## config.mk

```make
export PLATFORM = sky130hd
export DESIGN_NAME = lt_sandcastle_gen
export DESIGN_NICKNAME = d
export VERILOG_FILES = /design/src/rtl/lt_pkg.sv /design/src/rtl/lt_phase_counter.sv /design/src/rtl/lt_window.sv /design/src/rtl/lt_vblank.sv /design/src/rtl/lt_sandcastle_gen.sv
export SDC_FILE = /design/constraint.sdc
export NUM_CORES = 1
export LEC_CHECK = 0
export BUFFER_PORTS_ARGS = -buffer_cell sky130_fd_sc_hd__clkbuf_2
export CAP_MARGIN = 20
export CORE_ASPECT_RATIO = 1.1
export CORE_MARGIN = 2
export CORE_UTILIZATION = 50
export CTS_BUF_LIST = sky130_fd_sc_hd__clkbuf_4
export CTS_CLUSTER_DIAMETER = 50
export DETAILED_ROUTE_END_ITERATION = 8
export GPL_TIMING_DRIVEN = 0
export PLACE_DENSITY = 0.77
export SYNTH_ARGS = -nofsm -noshare
export SYNTH_HDL_FRONTEND = slang
export SYNTH_SLANG_ARGS = --single-unit
```

## constraint.sdc

```tcl
create_clock -name clk -period 3.49 [get_ports clk]
set_clock_uncertainty 0.15 [all_clocks]
set_input_delay 0.349 -clock clk [delete_from_list [all_inputs] [get_ports clk]]
set_output_delay 0.349 -clock clk [all_outputs]
set_load 0.02 [all_outputs]
```

## src/rtl/lt_pkg.sv

```systemverilog
package lt_pkg;

  typedef enum logic [1:0] {
    SC_LOW   = 2'd0,
    SC_HIGH  = 2'd1,
    SC_FLOAT = 2'd2
  } sc_state_e;

  localparam int unsigned NUM_WIN = 3;
  localparam int unsigned WIN_HS  = 0;
  localparam int unsigned WIN_BK  = 1;
  localparam int unsigned WIN_LB  = 2;

  function automatic int unsigned ns_to_ticks(input int unsigned mhz, input int unsigned ns);
    return (mhz * ns) / 1000;
  endfunction

endpackage

```

## src/rtl/lt_phase_counter.sv

```systemverilog
module lt_phase_counter #(
  parameter int unsigned LINE_TICKS = 1728,
  parameter int unsigned PW         = $clog2(LINE_TICKS)
) (
  input  logic          clk,
  input  logic          rst_n,
  input  logic          run,
  input  logic          line_start,
  output logic [PW-1:0] phase,
  output logic          line_begin
);

  localparam logic [PW-1:0] LAST = PW'(LINE_TICKS - 1);

  logic [PW-1:0] cnt_q;
  logic [PW-1:0] cnt_d;
  logic [PW-1:0] phase_c;

  // next-state: phase of the current cycle, zero on a strobe or wrap
  always_comb begin
    if (line_start || (cnt_q == LAST)) begin
      phase_c = '0;
    end else begin
      phase_c = cnt_q + 1'b1;
    end
    cnt_d = run ? phase_c : cnt_q;
  end

  always_ff @(posedge clk or negedge rst_n) begin
    if (!rst_n) begin
      cnt_q <= LAST;
    end else begin
      cnt_q <= cnt_d;
    end
  end

  assign phase      = run ? phase_c : '0;
  assign line_begin = run && (phase_c == '0);

  AST_RESTART_NEXT: assert property (@(posedge clk) disable iff (!rst_n)
    (run && line_start) |=> (line_start || phase == PW'(1)));

  AST_FREE_WRAP: assert property (@(posedge clk) disable iff (!rst_n)
    (run && $past(run) && !line_start && $past(phase) == LAST) |-> line_begin);

endmodule

```

## src/rtl/lt_window.sv

```systemverilog
module lt_window #(
  parameter int unsigned PW    = 11,
  parameter int unsigned START = 0,
  parameter int unsigned LEN   = 1
) (
  input  logic          run,
  input  logic [PW-1:0] phase,
  output logic          active
);

  localparam logic [PW:0] END_V = (PW+1)'(START + LEN);

  logic lo_ok;
  logic hi_ok;

  generate
    if (START == 0) begin : g_from_zero
      assign lo_ok = 1'b1;
    end else begin : g_from_ofs
      assign lo_ok = ({1'b0, phase} >= (PW+1)'(START));
    end
  endgenerate

  assign hi_ok  = ({1'b0, phase} < END_V);
  assign active = run && lo_ok && hi_ok;

endmodule

```

## src/rtl/lt_vblank.sv

```systemverilog
module lt_vblank #(
  parameter int unsigned VB_LINES = 14,
  parameter int unsigned VW       = $clog2(VB_LINES + 1)
) (
  input  logic clk,
  input  logic rst_n,
  input  logic run,
  input  logic vert_start,
  input  logic line_begin,
  output logic vblank
);

  localparam logic [VW-1:0] LOAD = VW'(VB_LINES);
  localparam logic [VW-1:0] ONE  = VW'(1);

  logic [VW-1:0] rem_q;
  logic [VW-1:0] rem_d;

  always_comb begin
    rem_d = rem_q;
    if (run) begin
      if (vert_start) begin
        rem_d = LOAD;
      end else if (line_begin && (rem_q != '0)) begin
        rem_d = rem_q - ONE;
      end
    end
  end

  always_ff @(posedge clk or negedge rst_n) begin
    if (!rst_n) begin
      rem_q <= '0;
    end else begin
      rem_q <= rem_d;
    end
  end

  assign vblank = run && (vert_start || (rem_q > ONE) || ((rem_q == ONE) && !line_begin));

  AST_VB_OPEN: assert property (@(posedge clk) disable iff (!rst_n)
    (run && vert_start) |-> vblank);

  AST_VB_CLOSE_ON_LINE: assert property (@(posedge clk) disable iff (!rst_n)
    (run && $fell(vblank)) |-> line_begin);

endmodule

```

## src/rtl/lt_sandcastle_gen.sv

```systemverilog
module lt_sandcastle_gen #(
  parameter int unsigned CLK_MHZ   = 27,
  parameter int unsigned LINE_NS   = 64000,
  parameter int unsigned HS_NS     = 5400,
  parameter int unsigned BK_NS     = 3500,
  parameter int unsigned BK_OFS_NS = 5000,
  parameter int unsigned LB_NS     = 8700,
  parameter int unsigned VB_LINES  = 14
) (
  input  logic clk,
  input  logic rst_n,
  input  logic line_start,
  input  logic vert_start,
  output logic hsync_o,
  output logic burst_key_o,
  output logic line_blank_o,
  output logic vblank_o,
  output logic sc_drive_low_o,
  output logic sc_drive_high_o,
  output logic sc_float_o
);
  import lt_pkg::*;

  localparam int unsigned LINE_T   = ns_to_ticks(CLK_MHZ, LINE_NS);
  localparam int unsigned HS_T     = ns_to_ticks(CLK_MHZ, HS_NS);
  localparam int unsigned BK_T     = ns_to_ticks(CLK_MHZ, BK_NS);
  localparam int unsigned BK_OFS_T = ns_to_ticks(CLK_MHZ, BK_OFS_NS);
  localparam int unsigned LB_T     = ns_to_ticks(CLK_MHZ, LB_NS);
  localparam int unsigned PW       = $clog2(LINE_T);

  localparam int unsigned WIN_START [NUM_WIN] = '{0, BK_OFS_T, 0};
  localparam int unsigned WIN_LEN   [NUM_WIN] = '{HS_T, BK_T, LB_T};

  // reset: asserted asynchronously, released after two clock edges
  logic [1:0] rs_q;
  logic       run;

  always_ff @(posedge clk or negedge rst_n) begin
    if (!rst_n) begin
      rs_q <= '0;
    end else begin
      rs_q <= {rs_q[0], 1'b1};
    end
  end
  assign run = rs_q[1];

  logic [PW-1:0]      phase;
  logic               line_begin;
  logic [NUM_WIN-1:0] win_act;

  lt_phase_counter #(.LINE_TICKS(LINE_T), .PW(PW)) u_phase (
    .clk        (clk),
    .rst_n      (rst_n),
    .run        (run),
    .line_start (line_start),
    .phase      (phase),
    .line_begin (line_begin)
  );

  generate
    for (genvar g = 0; g < NUM_WIN; g++) begin : g_win
      lt_window #(.PW(PW), .START(WIN_START[g]), .LEN(WIN_LEN[g])) u_win (
        .run    (run),
        .phase  (phase),
        .active (win_act[g])
      );
    end
  endgenerate

  lt_vblank #(.VB_LINES(VB_LINES)) u_vb (
    .clk        (clk),
    .rst_n      (rst_n),
    .run        (run),
    .vert_start (vert_start),
    .line_begin (line_begin),
    .vblank     (vblank_o)
  );

  assign hsync_o      = win_act[WIN_HS];
  assign burst_key_o  = win_act[WIN_BK];
  assign line_blank_o = win_act[WIN_LB];

  sc_state_e sc_state;

  always_comb begin
    if (!run) begin
      sc_state = SC_FLOAT;
    end else if (burst_key_o) begin
      sc_state = SC_HIGH;
    end else if (line_blank_o || vblank_o) begin
      sc_state = SC_FLOAT;
    end else begin
      sc_state = SC_LOW;
    end
  end

  assign sc_drive_low_o  = (sc_state == SC_LOW);
  assign sc_drive_high_o = (sc_state == SC_HIGH);
  assign sc_float_o      = (sc_state == SC_FLOAT);

  AST_SC_ONEHOT: assert property (@(posedge clk) disable iff (!rst_n)
    $onehot({sc_drive_low_o, sc_drive_high_o, sc_float_o}));

  AST_BK_WINS: assert property (@(posedge clk) disable iff (!rst_n)
    burst_key_o |-> sc_drive_high_o);

  AST_SCAN_LOW: assert property (@(posedge clk) disable iff (!rst_n)
    (run && !line_blank_o && !vblank_o && !burst_key_o) |-> sc_drive_low_o);

  AST_BK_IN_BLANK: assert property (@(posedge clk) disable iff (!rst_n)
    burst_key_o |-> line_blank_o);

  AST_HS_LEAD: assert property (@(posedge clk) disable iff (!rst_n)
    (run && line_start) |-> hsync_o);

endmodule

```

==> metrics.yaml, run 1 <==
timing:
  final.min_clock_period_ns: 3.501
  hold_violations: 0
  finalMaxSlewViolations: 0
  fin_setup_tns_ns: -0.01101
  worst_pin_slew_ns: 0.5496
  relSlewSlack_pct: 63.36
  timing.hold.ws_ns: 0.2184
  period_share_pct: 100.3
  rsz0062_at_grt: "true"
  fmax_mhz: 285.6
  timing.final.ws_setup_ns: -0.01101
  setup_violations: 1
outcome:
  status: "finished with violations"
  failed_checks: "negative setup slack"
synth:
  seq_area_frac_synth_pct: 29.65
  synth-async-reset-ratio_pct: 100.0
  synthesis.area_sq_mm: 0.001473
  synth_top_area_cell: "dfstp_2"
  synth_edf_count: 0
  yosys.area.top_type_share_pct: 16.06
  synth_flop_cell: "dfstp_2"
  synth_nets: 177
  synth_area_leaders: "dfstp_2 (16%), dfrtp_1 (14%), o21ai_0 (4.4%)"
  syn_inst: 170
  yosys_warnings: 0
  ys_types: 63
  synth-seq-cells: 17
  syn_area_per_cell_sq_um: 8.663
floorplanning:
  fp.dieW_microns: 55.75
  rows: 20
  start_util_pct: 53.02
  ioPinCount: 11
  die_area_sq_mm: 0.003396
  dieHeight_microns: 60.92
  core_sq_mm: 0.002778
placed_design:
  dp_hpwl_mm: 2.646
  port_buffers: 10
  dp.cells: 213
  gp_congestion: 0.9356
global_routing:
  grt_antenna_before_repair: 0
  grt_pass1_wl_mm: 6.499
  globalRouteTotalUtil_pct: 24.71
  grt_max_degree: 18
  grt_pass1_vias: 1386
  gr-total-overflow: 0
hold_path:
  hold_class: "reg -> reg"
setup_path:
  crit_required_ns: 2.99
  worst_setup_path_start_kind: "flip-flop"
  cp-end-kind: "output pin"
  crit_type: "reg -> out"
  critPathArrivalTime_ns: 3.00
  cp_max_fo: 4
route:
  drcViolationCount: 0
  wl_mm: 3.893
  ant_nets: 0
  dr.pass1.iters: 4
  post_drt_wl_per_cell_microns: 17.46
  routed_via_density: 6.587
  vias: 1469
  drtIter0Drc: 54
clocking:
  clock-sinks: 17
  numCtsBuffers: 3
  path_clk_slew_ns: 0.10
  cts_tree: "yes"
  clockRootBuffer: "clkbuf_4"
  clock_latency_ns: 0.30
  cts_buffer_depth: 2
  cts_max_level: 1
layout:
  layout_commonest_cell: "nand2_1"
  final_cell_mix: "nand2_1 (15), o21ai_0 (12), clkbuf_2 (10), dfstp_2 (9), dfrtp_1 (8)"
  diodes: 0
  drive_above_1_share_pct: 32.63
  syn2layout_area_growth_pct: 18.95
  final_cell_count_no_fill: 223
  final_core_util_pct: 63.06
  nets: 198
job:
  drv_cap: 0
pwr:
  ir_drop_uv: 268.1
  power.leakage_nw: 0.6746
  power.density_mw_per_mm2: 278.7
-- area by class of cell --
class,instances,area [sq um]
fill,227,1026
multi-input combinational,132,1017
sequential,17,436.7
timing repair buffer,17,107.6
buffer,12,88.84
tap,33,41.29
clock buffer,4,30.03
inverter,8,30.03
-- routing by layer --
layer	wire (microns)	GRT usage (%)	up-vias
met5	0	0	-
met4	114	12.89	0
met3	229	2.772	18
met2	1952	44.56	75
met1	1597	29.67	693
li1	-	-	683
-- cells by family (layout without fill, tap and decap cells) --
family                     count (synthesis)  count (layout)  synth area share (%)
adders and majority gates                  3               3                 2.549
other                                      1               1                0.2546
buffers and inverters                     21              41                 8.241
and+or+nand+nor                           67              67                 26.68
AOI/OAI and AO/OA                         52              52                 26.17
muxes                                      3               3                 2.379
xor gates and xnor gates                   6               6                 4.079
DFF                                       17              17                 29.65
-- Yosys cell counts (5+ instances only) --
cell type	count
nor3_1	5
o31ai_1	5
clkbuf_1	6
dfstp_2	9
nand3_1	7
a31oi_1	5
inv_1	7
nand2_1	15
dfrtp_1	8
o21ai_0	13
nor2_1	8
-- critical path, cell delays in order (launching register included) --
cell and delay (ns):
dfstp_2 0.58, ha_4 0.16, nand4_4 0.13, xnor2_2 0.15, a31oi_1 0.11, or3b_1 0.41
o41a_1 0.35, or4_4 0.49, o21ba_1 0.18, clkbuf_2 0.15
-- worst paths after layout --
check	startpoint	endpoint	slack (ns)	cells past startpoint
max	u_phase.cnt_q[1]$_DFFE_PN1P_	sc_float_o	-0.01	9
min	rs_q[0]$_DFF_PN0_	rs_q[1]$_DFF_PN0_	0.22	0
max reg2reg	u_phase.cnt_q[0]$_DFFE_PN1P_	u_vb.rem_q[0]$_DFFE_PN0P_	0.63	9
min reg2reg	rs_q[0]$_DFF_PN0_	rs_q[1]$_DFF_PN0_	0.22	0
max in group asynchronous	rst_n	u_phase.cnt_q[1]$_DFFE_PN1P_	2.50	2
min in group asynchronous	rst_n	u_phase.cnt_q[8]$_DFFE_PN0P_	0.36	2
-- sequential cells by signal (all words and copies together), names as in the netlist --
register and cells:
rs_q 2, u_phase.cnt_q 11, u_vb.rem_q 4
-- where the power goes --
| group | internal [mW] | switching [mW] | leakage, nW |
|---|---|---|---|
| combinational | 0.0629 | 0.0765 | 0.471 |
| sequential | 0.213 | 0.0161 | 0.185 |
| clock | 0.0523 | 0.0670 | 0.0184 |
-- per-stage QoR --
step	power, mW	setup WS (ns)	area (sq um)
2_1_floorplan	0.3183	0.06581	1473
3_5_place_dp	0.3511	-0.06763	1564
5_1_grt	0.5163	-0.09650	1752
4_1_cts	0.4860	0.007353	1702
3_3_place_gp	0.3440	-0.05952	1564
6_report	0.4882	-0.01101	1752
-- what timing repair did --
item	in CTS	in global routing
hold buffers	1	0
gates resized for setup	11	10
setup buffers	4	2
hold endpoints to repair	8	0
pin swaps	3	3
endpoints found under the setup margin	5	5
(Power assumes the default switching activity.)
==> inputs of run 2 (changes only) <==
--- a/config.mk
+++ b/config.mk
@@ -7,7 +7,6 @@
 export LEC_CHECK = 0
 export BUFFER_PORTS_ARGS = -buffer_cell sky130_fd_sc_hd__clkbuf_2
 export CAP_MARGIN = 20
-export CORE_ASPECT_RATIO = 1.1
 export CORE_MARGIN = 2
 export CORE_UTILIZATION = 50
 export CTS_BUF_LIST = sky130_fd_sc_hd__clkbuf_4
==> constraint.sdc (replaced) <==
create_clock -name clk -period 4 [get_ports clk]
set_clock_uncertainty 0.15 [all_clocks]
set_input_delay 0.4 -clock clk [delete_from_list [all_inputs] [get_ports clk]]
set_output_delay 0.4 -clock clk [all_outputs]
set_load 0.01 [all_outputs]
==> run 2 against run 1 <==
  * Highest routed layer unchanged
  * Hold slack improved by 0.00097 ns
  * Global-route usage fell by 1.6 points
  * Power fell by 16%
  * Register-to-register slack improved by 0.36 ns
  * Final area fell by 7.4%
  * The flow now finishes without violations
==> metrics.yaml, run 2 (synthesized netlist as in run 1, its figures left out) <==
timing:
  worst_pin_slew_ns: 0.5685  # +0.01893 ns
  final.min_clock_period_ns: 3.869
  period_share_pct: 96.72
  hold_violations: 0  # unchanged
  fmax_mhz: 258.5
  rsz0062_at_grt: "false"
  fin_setup_tns_ns: 0  # +0.01101 ns
  finalMaxSlewViolations: 0  # unchanged
  relSlewSlack_pct: 62.10  # -1.3 points
  setup_violations: 0  # -1
route:
  dr.pass1.iters: 4  # unchanged
  post_drt_wl_per_cell_microns: 16.68  # -4.5%
  ant_nets: 0  # unchanged
  drcViolationCount: 0  # unchanged
  routed_via_density: 6.556  # -0.48%
  vias: 1416  # -3.6%
  drtIter0Drc: 50  # -7.4%
  wl_mm: 3.602  # -7.5%
setup_path:
  worst_setup_path_start_kind: "flip-flop"
  crit_required_ns: 3.45  # +0.46 ns
  r2r_cells: 8  # -1
  cp-end-kind: "output pin"
  crit_type: "reg -> out"
  critPathArrivalTime_ns: 3.32  # +0.32 ns
  ff2ff_setup_slack_ns: 0.99  # +0.36 ns
  cp_max_fo: 7  # +3
clocking:
  cts_max_level: 1  # unchanged
  clock-sinks: 17  # unchanged
  cts_buffer_depth: 2  # unchanged
  path_clk_slew_ns: 0.11  # about the same
  numCtsBuffers: 3  # unchanged
  clock_latency_ns: 0.30  # about the same
  cts_tree: "yes"
  post_cts_buffers: 0  # -4
  clockRootBuffer: "clkbuf_4"
global_routing:
  grt_pass1_vias: 1289  # -7.0%
  globalRouteTotalUtil_pct: 23.09  # -1.6 points
  gr-total-overflow: 0  # unchanged
  grt_pass1_wl_mm: 6.023  # -7.3%
  grt_antenna_before_repair: 0  # unchanged
  grt_max_degree: 18  # unchanged
layout:
  nets: 193  # -2.5%
  largest_reg_flops: 11  # unchanged
  top_register: "u_phase.cnt_q"
  layout_commonest_cell: "nand2_1"
  syn2layout_area_growth_pct: 10.20
  reg.largest.list: "u_phase.cnt_q x11, u_vb.rem_q x4, rs_q x2"
  final_cell_count_no_fill: 216  # -3.1%
  drive_above_1_share_pct: 24.86  # -7.8 points
  diodes: 0  # unchanged
  final_cell_mix: "nand2_1 (15), o21ai_0 (13), clkbuf_2 (10), dfstp_2 (9)"
pwr:
  power.density_mw_per_mm2: 252.5  # -9.4%
  power.leakage_nw: 0.6345  # -5.9%
  ir_drop_uv: 186.7  # -30%
floorplanning:
  rows: 19  # -5.0%
  die_area_sq_mm: 0.003395  # about the same
  core_sq_mm: 0.002781  # +0.14%
  start_util_pct: 52.95  # -0.072 points
  ioPinCount: 11  # unchanged
  fp.dieW_microns: 58.27  # +4.5%
  dieHeight_microns: 58.27  # -4.3%
job:
  drv_cap: 0  # unchanged
placed_design:
  port_buffers: 10  # unchanged
  dp_hpwl_mm: 2.619  # -1.0%
  gp_congestion: 0.8715  # -6.9%
  dp.cells: 211  # -0.94%
outcome:
  status: "completed"
hold_path:
  hold_depth: 0  # unchanged
  hold_class: "reg -> reg"
-- run 2: cell type report --
cell class | count | area (sq um)
inverter | 8 | 30.03
buffer | 13 | 91.34
timing repair buffer | 11 | 60.06
multi-input combinational | 132 | 935.9
fill | 271 | 1159
tap | 31 | 38.79
clock buffer | 4 | 30.03
sequential | 17 | 436.7
-- run 2: final timing paths --
path                                               from                           end
setup / recovery           u_phase.cnt_q[1]$_DFFE_PN1P_                    sc_float_o
hold / removal                        rs_q[0]$_DFF_PN0_             rs_q[1]$_DFF_PN0_
setup reg to reg           u_phase.cnt_q[1]$_DFFE_PN1P_     u_vb.rem_q[0]$_DFFE_PN0P_
hold reg to reg                       rs_q[0]$_DFF_PN0_             rs_q[1]$_DFF_PN0_
max in group asynchronous                         rst_n  u_phase.cnt_q[7]$_DFFE_PN1P_
min in group asynchronous                         rst_n             rs_q[1]$_DFF_PN0_
-- run 2: through the flow --
step	utilization [%]	setup WS, ns	area, sq um	hold slack [ns]	power, mW
CTS	57.58	0.02859	1602	0.2215	0.4076
global placement	56.14	0.4385	1562	0.1941	0.2985
detailed placement	56.14	0.3783	1562	0.1958	0.3034
floorplan	-	0.7650	1473	-0.04559	0.2765
finish	58.34	0.1313	1623	0.2194	0.4097
global route	58.34	0.02126	1623	0.2384	0.4319
-- run 2: worst max-delay path, cell delays in order (launching register included) --
cell      delay [ns]
dfstp_2         0.58
ha_1            0.21
nand4_2         0.27
xnor2_2         0.21
a31oi_1         0.11
or3b_1          0.41
o41a_1          0.44
or4_4           0.50
o21ba_1         0.18
clkbuf_2        0.12
-- run 2: routing by layer --
layer | track usage [%] | up-vias | wire, microns
met5 | 0 | - | 0
met4 | 8.306 | 0 | 70
met3 | 2.009 | 9 | 177
met2 | 36.92 | 53 | 1713
met1 | 32.54 | 682 | 1641
li1 | - | 672 | -
-- run 2: power breakdown --
group	internal (mW)	leakage [nW]	switching, mW
Clock	0.0456	0.0184	0.0599
Sequential	0.186	0.185	0.0132
Combinational	0.0459	0.431	0.0591
-- run 2: timing repair --
action	in CTS	in global routing
endpoints found under the hold margin	8	0
resized for setup	0	3
hold buffers	1	0
endpoints found under the setup margin	0	3
